`src/rtl/fma_sp_pkg.sv`:
```
`timescale 1ns/1ps
package fma_sp_pkg;

   // Operand classes seen by the special-case resolver
   typedef enum logic [2:0] {
      CL_ZERO = 3'd0,
      CL_SUB  = 3'd1,
      CL_NORM = 3'd2,
      CL_INF  = 3'd3,
      CL_QNAN = 3'd4,
      CL_SNAN = 3'd5
   } op_class_e;

endpackage

```
`src/rtl/fma_subnorm_norm.sv`:
```
`timescale 1ns/1ps
// Shifts a nonzero subnormal fraction up until the hidden-bit slot is set
// and lowers the exponent by the same count.
module fma_subnorm_norm #(
   parameter int EXP_W  = 8,
   parameter int FRAC_W = 23
) (
   input  logic [FRAC_W-1:0]       frac,
   output logic [FRAC_W:0]         sig,
   output logic signed [EXP_W+1:0] sexp
);
   localparam int SEXP_W = EXP_W + 2;
   localparam int LZ_W   = $clog2(FRAC_W + 1);
   localparam int BIAS   = (2 ** (EXP_W - 1)) - 1;
   localparam logic [SEXP_W-1:0] MIN_E = SEXP_W'(1 - BIAS);

   logic [LZ_W-1:0]   lz;
   logic [SEXP_W-1:0] e_raw;

   // Highest set bit wins: scan upward, later hits overwrite earlier ones
   always_comb begin
      lz = '0;
      for (int i = 0; i < FRAC_W; i++) begin
         if (frac[i]) lz = LZ_W'(FRAC_W - i);
      end
   end

   always_comb begin
      sig   = {1'b0, frac} << lz;
      e_raw = MIN_E - SEXP_W'(lz);
      sexp  = $signed(e_raw);
   end

endmodule

```
`src/rtl/fma_op_classifier.sv`:
```
`timescale 1ns/1ps
module fma_op_classifier
   import fma_sp_pkg::*;
#(
   parameter int EXP_W  = 8,
   parameter int FRAC_W = 23
) (
   input  logic [EXP_W+FRAC_W:0]   opnd,
   input  logic                    flush_sub,
   output op_class_e               cls,
   output logic                    sgn,
   output logic [EXP_W+FRAC_W:0]   quieted,
   output logic [EXP_W+FRAC_W:0]   eff,
   output logic [FRAC_W:0]         sig,
   output logic signed [EXP_W+1:0] sexp
);
   localparam int W      = 1 + EXP_W + FRAC_W;
   localparam int SEXP_W = EXP_W + 2;
   localparam int BIAS   = (2 ** (EXP_W - 1)) - 1;
   localparam logic [SEXP_W-1:0] BIAS_V = SEXP_W'(BIAS);
   localparam logic [W-1:0] QBIT = W'(1) << (FRAC_W - 1);

   logic [EXP_W-1:0]  efld;
   logic [FRAC_W-1:0] ffld;
   logic              e_ones, e_zero, f_nz;
   logic [FRAC_W:0]   sub_sig;
   logic signed [SEXP_W-1:0] sub_exp;
   logic [SEXP_W-1:0] norm_e;

   assign efld   = opnd[FRAC_W +: EXP_W];
   assign ffld   = opnd[FRAC_W-1:0];
   assign sgn    = opnd[W-1];
   assign e_ones = &efld;
   assign e_zero = ~|efld;
   assign f_nz   = |ffld;

   fma_subnorm_norm #(
      .EXP_W  (EXP_W),
      .FRAC_W (FRAC_W)
   ) u_norm (
      .frac (ffld),
      .sig  (sub_sig),
      .sexp (sub_exp)
   );

   always_comb begin
      if (e_ones) begin
         if (!f_nz)                cls = CL_INF;
         else if (ffld[FRAC_W-1])  cls = CL_QNAN;
         else                      cls = CL_SNAN;
      end else if (e_zero) begin
         if (f_nz && !flush_sub)   cls = CL_SUB;
         else                      cls = CL_ZERO;
      end else begin
         cls = CL_NORM;
      end
   end

   assign quieted = opnd | QBIT;
   assign eff     = (e_zero && f_nz && flush_sub) ? {sgn, {(W-1){1'b0}}} : opnd;

   assign norm_e = SEXP_W'(efld) - BIAS_V;

   always_comb begin
      unique case (cls)
         CL_NORM: begin
            sig  = {1'b1, ffld};
            sexp = $signed(norm_e);
         end
         CL_SUB: begin
            sig  = sub_sig;
            sexp = sub_exp;
         end
         default: begin
            sig  = '0;
            sexp = '0;
         end
      endcase
   end

endmodule

```
`src/rtl/fma_special_resolver.sv`:
```
`timescale 1ns/1ps
// Fixed-priority decision: NaNs, then product class, then addend class.
module fma_special_resolver
   import fma_sp_pkg::*;
#(
   parameter int EXP_W  = 8,
   parameter int FRAC_W = 23
) (
   input  op_class_e             cls_x,
   input  op_class_e             cls_y,
   input  op_class_e             cls_z,
   input  logic                  sx,
   input  logic                  sy,
   input  logic                  sz,
   input  logic [EXP_W+FRAC_W:0] qx,
   input  logic [EXP_W+FRAC_W:0] qy,
   input  logic [EXP_W+FRAC_W:0] qz,
   input  logic [EXP_W+FRAC_W:0] ex,
   input  logic [EXP_W+FRAC_W:0] ey,
   input  logic [EXP_W+FRAC_W:0] ez,
   output logic                  byp,
   output logic                  inv,
   output logic [EXP_W+FRAC_W:0] res
);
   localparam int W = 1 + EXP_W + FRAC_W;
   localparam logic [W-1:0] DEF_NAN = {1'b0, {EXP_W{1'b1}}, 1'b1, {(FRAC_W-1){1'b0}}};

   function automatic logic [W-1:0] signed_inf(input logic s);
      return {s, {EXP_W{1'b1}}, {FRAC_W{1'b0}}};
   endfunction

   logic x_zero, y_zero, x_inf, y_inf, z_qnan, z_inf;

   assign x_zero = (cls_x == CL_ZERO);
   assign y_zero = (cls_y == CL_ZERO);
   assign x_inf  = (cls_x == CL_INF);
   assign y_inf  = (cls_y == CL_INF);
   assign z_qnan = (cls_z == CL_QNAN);
   assign z_inf  = (cls_z == CL_INF);

   always_comb begin
      byp = 1'b1;
      inv = 1'b0;
      res = ez;
      if (cls_z == CL_SNAN) begin
         inv = 1'b1;
         res = qz;
      end else if (cls_y == CL_SNAN && cls_x != CL_SNAN) begin
         inv = 1'b1;
         res = qy;
      end else if (cls_x == CL_SNAN) begin
         inv = 1'b1;
         res = qx;
      end else if (cls_y == CL_QNAN && cls_x != CL_QNAN) begin
         res = ey;
      end else if (cls_x == CL_QNAN) begin
         res = ex;
      end else if ((x_inf && y_zero) || (x_zero && y_inf)) begin
         if (!z_qnan) begin
            inv = 1'b1;
            res = DEF_NAN;
         end
      end else if (x_inf || y_inf) begin
         if (!z_qnan) res = signed_inf(sx ^ sy);
      end else if (x_zero || y_zero) begin
         if (z_inf) res = signed_inf(sz);
      end else if (z_inf) begin
         res = signed_inf(sz);
      end else if (!z_qnan) begin
         byp = 1'b0;
         res = '0;
      end
   end

endmodule

```
`src/rtl/fma_special_front.sv`:
```
`timescale 1ns/1ps
module fma_special_front
   import fma_sp_pkg::*;
#(
   parameter int EXP_W     = 8,
   parameter int FRAC_W    = 23,
   parameter int OUT_STAGE = 1
) (
   input  logic                    clk,
   input  logic                    rst_n,
   input  logic                    in_valid,
   input  logic                    flush_sub,
   input  logic [EXP_W+FRAC_W:0]   op_x,
   input  logic [EXP_W+FRAC_W:0]   op_y,
   input  logic [EXP_W+FRAC_W:0]   op_z,
   output logic                    out_valid,
   output logic                    bypass_vld,
   output logic [EXP_W+FRAC_W:0]   bypass_res,
   output logic                    invalid_op,
   output logic                    proceed,
   output logic                    x_sign,
   output logic [FRAC_W:0]         x_sig,
   output logic signed [EXP_W+1:0] x_exp,
   output logic                    y_sign,
   output logic [FRAC_W:0]         y_sig,
   output logic signed [EXP_W+1:0] y_exp,
   output logic                    z_sign,
   output logic [FRAC_W:0]         z_sig,
   output logic signed [EXP_W+1:0] z_exp
);
   localparam int W      = 1 + EXP_W + FRAC_W;
   localparam int SEXP_W = EXP_W + 2;
   localparam int N_OPS  = 3;
   localparam int IX     = 0;
   localparam int IY     = 1;
   localparam int IZ     = 2;

   // Elaboration-time parameter checks
   if (EXP_W < 3) begin : g_bad_exp
      $error("fma_special_front: EXP_W must be at least 3");
   end
   if (FRAC_W < 2) begin : g_bad_frac
      $error("fma_special_front: FRAC_W must be at least 2");
   end
   if (FRAC_W >= 2 ** (EXP_W - 1)) begin : g_bad_range
      $error("fma_special_front: FRAC_W too wide for exponent range");
   end
   if (!(OUT_STAGE inside {0, 1})) begin : g_bad_stage
      $error("fma_special_front: OUT_STAGE must be 0 or 1");
   end

   logic [W-1:0]             opnd    [N_OPS];
   op_class_e                cls     [N_OPS];
   logic                     sgn     [N_OPS];
   logic [W-1:0]             quiet   [N_OPS];
   logic [W-1:0]             eff     [N_OPS];
   logic [FRAC_W:0]          sig     [N_OPS];
   logic signed [SEXP_W-1:0] sexp    [N_OPS];

   assign opnd[IX] = op_x;
   assign opnd[IY] = op_y;
   assign opnd[IZ] = op_z;

   for (genvar k = 0; k < N_OPS; k++) begin : g_cls
      fma_op_classifier #(
         .EXP_W  (EXP_W),
         .FRAC_W (FRAC_W)
      ) u_cls (
         .opnd      (opnd[k]),
         .flush_sub (flush_sub),
         .cls       (cls[k]),
         .sgn       (sgn[k]),
         .quieted   (quiet[k]),
         .eff       (eff[k]),
         .sig       (sig[k]),
         .sexp      (sexp[k])
      );
   end

   logic         r_byp, r_inv;
   logic [W-1:0] r_res;

   fma_special_resolver #(
      .EXP_W  (EXP_W),
      .FRAC_W (FRAC_W)
   ) u_res (
      .cls_x (cls[IX]),
      .cls_y (cls[IY]),
      .cls_z (cls[IZ]),
      .sx    (sgn[IX]),
      .sy    (sgn[IY]),
      .sz    (sgn[IZ]),
      .qx    (quiet[IX]),
      .qy    (quiet[IY]),
      .qz    (quiet[IZ]),
      .ex    (eff[IX]),
      .ey    (eff[IY]),
      .ez    (eff[IZ]),
      .byp   (r_byp),
      .inv   (r_inv),
      .res   (r_res)
   );

   logic         c_byp, c_inv, c_prc;
   logic [W-1:0] c_res;

   assign c_byp = in_valid & r_byp;
   assign c_inv = in_valid & r_inv;
   assign c_prc = in_valid & ~r_byp;
   assign c_res = c_byp ? r_res : '0;

   if (OUT_STAGE == 1) begin : g_reg
      always_ff @(posedge clk or negedge rst_n) begin
         if (!rst_n) begin
            out_valid  <= 1'b0;
            bypass_vld <= 1'b0;
            invalid_op <= 1'b0;
            proceed    <= 1'b0;
            bypass_res <= '0;
            x_sign     <= 1'b0;
            x_sig      <= '0;
            x_exp      <= '0;
            y_sign     <= 1'b0;
            y_sig      <= '0;
            y_exp      <= '0;
            z_sign     <= 1'b0;
            z_sig      <= '0;
            z_exp      <= '0;
         end else begin
            out_valid  <= in_valid;
            bypass_vld <= c_byp;
            invalid_op <= c_inv;
            proceed    <= c_prc;
            bypass_res <= c_res;
            x_sign     <= sgn[IX];
            x_sig      <= sig[IX];
            x_exp      <= sexp[IX];
            y_sign     <= sgn[IY];
            y_sig      <= sig[IY];
            y_exp      <= sexp[IY];
            z_sign     <= sgn[IZ];
            z_sig      <= sig[IZ];
            z_exp      <= sexp[IZ];
         end
      end
   end else begin : g_comb
      assign out_valid  = in_valid;
      assign bypass_vld = c_byp;
      assign invalid_op = c_inv;
      assign proceed    = c_prc;
      assign bypass_res = c_res;
      assign x_sign     = sgn[IX];
      assign x_sig      = sig[IX];
      assign x_exp      = sexp[IX];
      assign y_sign     = sgn[IY];
      assign y_sig      = sig[IY];
      assign y_exp      = sexp[IY];
      assign z_sign     = sgn[IZ];
      assign z_sig      = sig[IZ];
      assign z_exp      = sexp[IZ];
   end

endmodule

```
`config.mk`:
```
export PLATFORM = sky130hd
export DESIGN_NAME = fma_special_front
export DESIGN_NICKNAME = d
export VERILOG_FILES = /design/src/rtl/fma_sp_pkg.sv /design/src/rtl/fma_subnorm_norm.sv /design/src/rtl/fma_op_classifier.sv /design/src/rtl/fma_special_resolver.sv /design/src/rtl/fma_special_front.sv
export SDC_FILE = /design/constraint.sdc
export NUM_CORES = 1
export LEC_CHECK = 0
export BUFFER_PORTS_ARGS = -buffer_cell sky130_fd_sc_hd__buf_2
export CAP_MARGIN = 15
export CORE_MARGIN = 2
export CORE_UTILIZATION = 57
export DETAILED_ROUTE_END_ITERATION = 10
export PLACE_DENSITY = 0.82
export SLEW_MARGIN = 10
export SYNTH_ARGS = -nofsm -noshare
export SYNTH_HDL_FRONTEND = slang
export SYNTH_SLANG_ARGS = --single-unit
```
`constraint.sdc`:
```
create_clock -name clk -period 0.9 [get_ports clk]
set_clock_uncertainty 0.2 [all_clocks]
set_input_delay 0.09 -clock clk [delete_from_list [all_inputs] [get_ports clk]]
set_output_delay 0.09 -clock clk [all_outputs]
set_load 0.03 [all_outputs]
```
==> results.txt, run 1 <==
Status = aborted with a tool error
Failed at = 4_1_cts
Log Error = [ERROR DPL-0038] Utilization greater than 100%, impossible to legalize
CTS root buf = clkbuf_16
Synth Warn # = 0
Synth top area cells = dfrtp_1 28%, mux2i_1 5.9%, nand2_1 5.2%, a21oi_1 3.9%, nor2_1 3.4%
Unique masters post-synth = 109
Initial Util = 58.1%
Post-Syn Area = 12200 um^2
Placed insts = 2355
TritonCTS buffer count = 17
Ys flop type = dfrtp_1
Sequential cell area fraction in the yosys report = 28.3%
Share of the synthesized area in the top cell type = 28.3%
Count of input and output buffers = 240
Synth Register Bits = 138
Pre-CTS setup slack = -1.88 ns
H-tree depth = 4
Mean post-synth cell area = 8.33 um^2
Postcts setup bufs = 76
Placement Cell Area = 17900 um^2
I/O Pins = 241
Syn_nets = 1574
Die Height = 150 um
Final HPWL DP = 42600 um
Ys async rst share = 100%
FP Rows = 53
Post-cts hold buffer count = 7
EDFF count, synth = 0
Dominant cell type by area after synthesis = dfrtp_1
Longest Clk Path Bufs = 2
Mapped Cells = 1465
Die Wd = 150 um
CTS resizes = 419
Clk sinks = 138
GPL Wtd Cong = 1.14
-- stage by stage --
stage | hold WS [ns] | utilization [%] | setup TNS (ns)
after floorplan | -0.406 | - | -166.96
after global placement | -0.262 | 85.0 | -208.60
after detailed placement | -0.262 | 85.0 | -215.77
-- synth_stat cells (13+ instances only) --
library cell / number
buf_6: 17
mux2i_1: 72
a221oi_2: 19
buf_2: 57
nor4_2: 25
dfrtp_1: 138
clkbuf_1: 52
a211oi_1: 35
o31ai_1: 16
a22o_1: 14
nor3_1: 33
nor4_1: 15
inv_1: 26
o21ai_0: 82
a21oi_1: 96
and2_1: 15
nand2_1: 170
mux2_2: 22
buf_4: 19
o211ai_1: 35
nand3_1: 33
o22ai_1: 47
nor2b_1: 13
nor2_1: 111
o21ai_1: 19
xnor2_1: 20
-- cell families after synthesis --
family	after synthesis	share of synthesized area (%)
AO/OA/AOI/OAI	510	30.6
buffers and inverters	181	7.99
XOR/XNOR	24	1.72
flip-flops	138	28.3
AND/OR/NAND/NOR	508	22.4
adder cells (fa/ha/maj)	9	0.923
multiplexers	95	8.05
==> inputs of run 2 (changes only) <==
--- a/config.mk
+++ b/config.mk
@@ -8,9 +8,9 @@
 export BUFFER_PORTS_ARGS = -buffer_cell sky130_fd_sc_hd__buf_2
 export CAP_MARGIN = 15
 export CORE_MARGIN = 2
-export CORE_UTILIZATION = 57
+export CORE_UTILIZATION = 40
 export DETAILED_ROUTE_END_ITERATION = 10
-export PLACE_DENSITY = 0.82
+export PLACE_DENSITY_LB_ADDON = 0.15
 export SLEW_MARGIN = 10
 export SYNTH_ARGS = -nofsm -noshare
 export SYNTH_HDL_FRONTEND = slang
==> results.txt, run 2 <==
Share of power burned in registers = 27.0%
Gate power share = 42.3%
Total iterations of the first detailed-routing run = 6
Status = finished, violations left
Worst path max stage delay = 0.47 ns
Pwr/cell area = 997 nW/um^2
Post-Syn Area = 12200 um^2
Detailed Route WL = 68800 um
Biggest register = bypass_res
Core area = 29900 um^2
Period minus WS final = 2.26 ns
Mean routed wirelength per cell = 25.5 um
Share of layout cells above drive strength 1 = 64.2%
Syn_nets = 1574
Sequential cell area fraction in the yosys report = 28.3%
Synth Warn # = 0
Sw Pwr = 8.65 mW
Ys async rst share = 100%
Final WS setup = -1.36 ns
Area growth syn-to-layout = 102%
TritonCTS buffer count = 17
CP max stage cell = or4b_4
Kind of critical path = input pin to register
H-tree depth = 4
Die ar. = 31900 um^2
Crit path DAT = 2.40 ns
RSZ-0062 raised after global routing = true
Clk sinks = 138
Dominant cell type by area after synthesis = dfrtp_1
I/O Pins = 241
All-layer global routing usage = 39.4%
Total grt overflow = 0
Internal power = 15.9 mW
Post-route DRC = 0
CTS root buf = clkbuf_16
Initial DRC Count = 1780
Nets = 2408
Ys flop type = dfrtp_1
Die Height = 179 um
Commonest non-fill, non-tap cell in the layout = buf_4
Worst Path Required = 1.04 ns
Max-slew violations = 0
Mean post-synth cell area = 8.33 um^2
Final setup fails = 275
Detail Route Antenna Nets = 0
Failing checks = hold timing, setup timing
Crit-path max FO = 23
Crit. End Element = register
Largest register FFs = 32
GPL Wtd Cong = 1.02
CP Buf/Inv Count = 4
Share of the synthesized area in the top cell type = 28.3%
DR vias/cell = 6.26
Count of input and output buffers = 240
Final HPWL DP = 46600 um
EDFF count, synth = 0
Commonest cells in the netlist = 170 x nand2_1, 138 x dfrtp_1, 111 x nor2_1
Actual slew at the worst max-slew pin = 0.528 ns
Vias in the first global route = 16200
Mapped Cells = 1465
Initial antenna violation count = 1
Hold Path Cell Cnt = 3
Final Util = 82.5%
Slew Limit Headroom = 64.4%
Leakage = 10.5 nW
Sw Share = 35.2%
Worst hold slack = -0.274 ns
Largest net degree at the start of global routing = 34
Clock-pin slew on the worst setup and hold paths = 0.07 ns
Final Instance Area = 24600 um^2
F_max = 0.443 GHz
Clock share of power = 30.8%
Die Wd = 179 um
CP top delay family = simple AND/OR/NAND/NOR gates
Via count = 16900
First-pass GRT wire length = 94800 um
Final period utilization = 251%
Worst path cell trace = buf_12 > inv_12 > ha_4 > or4b_4 > buf_6 > o31a_1 > nand4_1 > buf_12 > a21oi_1 > a21oi_1 > a211oi_1 > nor4_2
Max-cap viol count = 0
Top-count cell post-synth = nand2_1
VDD IR max = 1.19 mV
Type of origin of the critical path = input pin
Hold Vio Cnt, Final = 82
Unique masters post-synth = 109
Longest Clk Path Bufs = 2
Placement Cell Area = 18400 um^2
Synth top area cells = dfrtp_1 28%, mux2i_1 5.9%, nand2_1 5.2%, a21oi_1 3.9%, nor2_1 3.4%
Crit path depth = 12
Commonest cells after routing, fill and taps aside = 531 x buf_4, 294 x buf_6, 135 x dfrtp_1
Ant diodes = 0
Synth Register Bits = 138
Initial Util = 40.9%
Min-delay worst type = input pin to register
CP Launch Point = op_y[23]
Worst Setup EP = bypass_res[15]
FP Rows = 63
TritonCTS clock tree = yes
run 2: cells by family (layout without fill, tap and decap cells):
kind of cell | count (synthesis) | count (layout) | share of synthesized area [%]
fa+ha+maj | 9 | 9 | 0.923
compound gates | 510 | 511 | 30.6
xor+xnor | 24 | 24 | 1.72
mux | 95 | 95 | 8.05
simple gates | 508 | 508 | 22.4
flops | 138 | 138 | 28.3
buf+inv | 181 | 1027 | 7.99
run 2: final cells by class:
class,instances,area [um^2]
Fill cell,1724,5230
Clock inverter,11,146
Tap cell,390,488
Sequential cell,138,3460
Multi-Input combinational cell,1147,10900
Clock buffer,21,450
Inverter,33,181
Timing Repair Buffer,962,9040
run 2: worst min path at each step:
stage	slack, ns	start	end
after floorplan	-0.41	rst_n	bypass_res[0]
after global placement	-0.18	rst_n	x_exp[4]
after detailed placement	-0.17	rst_n	x_sig[23]
after CTS	-0.32	op_x[30]	x_exp[8]
after global routing	-0.26	op_y[14]	y_sig[14]
final	-0.27	op_y[14]	y_sig[14]
run 2: routing by layer:
| layer | share of wire [%] | track usage [%] | vias to the layer above | wire, um |
|---|---|---|---|---|
| li1 | - | - | 7216 | - |
| met1 | 37 | 48.1 | 8230 | 25200 |
| met2 | 49 | 65.3 | 1122 | 33400 |
| met3 | 8.5 | 7.59 | 335 | 5870 |
| met4 | 6.4 | 21.8 | 0 | 4380 |
| met5 | 0 | 0 | - | 0 |
run 2: metrics by stage:
stage	std cells	total power [mW]	setup TNS, ns	setup WS, ns	hold WS, ns
after CTS	2641	22.8	-195.91	-1.25	-0.325
final	2702	24.6	-197.42	-1.36	-0.274
after global placement	2517	14.0	-212.26	-1.95	-0.175
after global routing	2702	25.2	-205.17	-1.40	-0.257
after floorplan	1465	10.6	-166.96	-1.54	-0.406
after detailed placement	2517	14.0	-213.99	-1.91	-0.170
run 2: power by group through the flow:
stage                     clock (mW)  combinational (mW)  sequential [mW]
after floorplan                    0                3.36             7.25
after global routing            7.82                10.8             6.65
final                           7.56                10.4             6.63
after detailed placement           0                7.35             6.67
after CTS                       7.55                8.66             6.56
after global placement             0                7.32             6.66
run 2: worst min-delay path: stages:
cell	delay, ns
buf_6	0.10
a222oi_1	0.09
inv_1	0.05
run 2: repair_timing:
item                       4_1_cts  5_1_grt
resized for setup              405      779
setup endpoints to repair      275      275
hold endpoints to repair       239       88
hold buffers                     8        2
setup buffers                   84       72
gates cloned                     9        1
pin swaps                      173      154
Note: power is estimated with default switching activity, not from simulation.
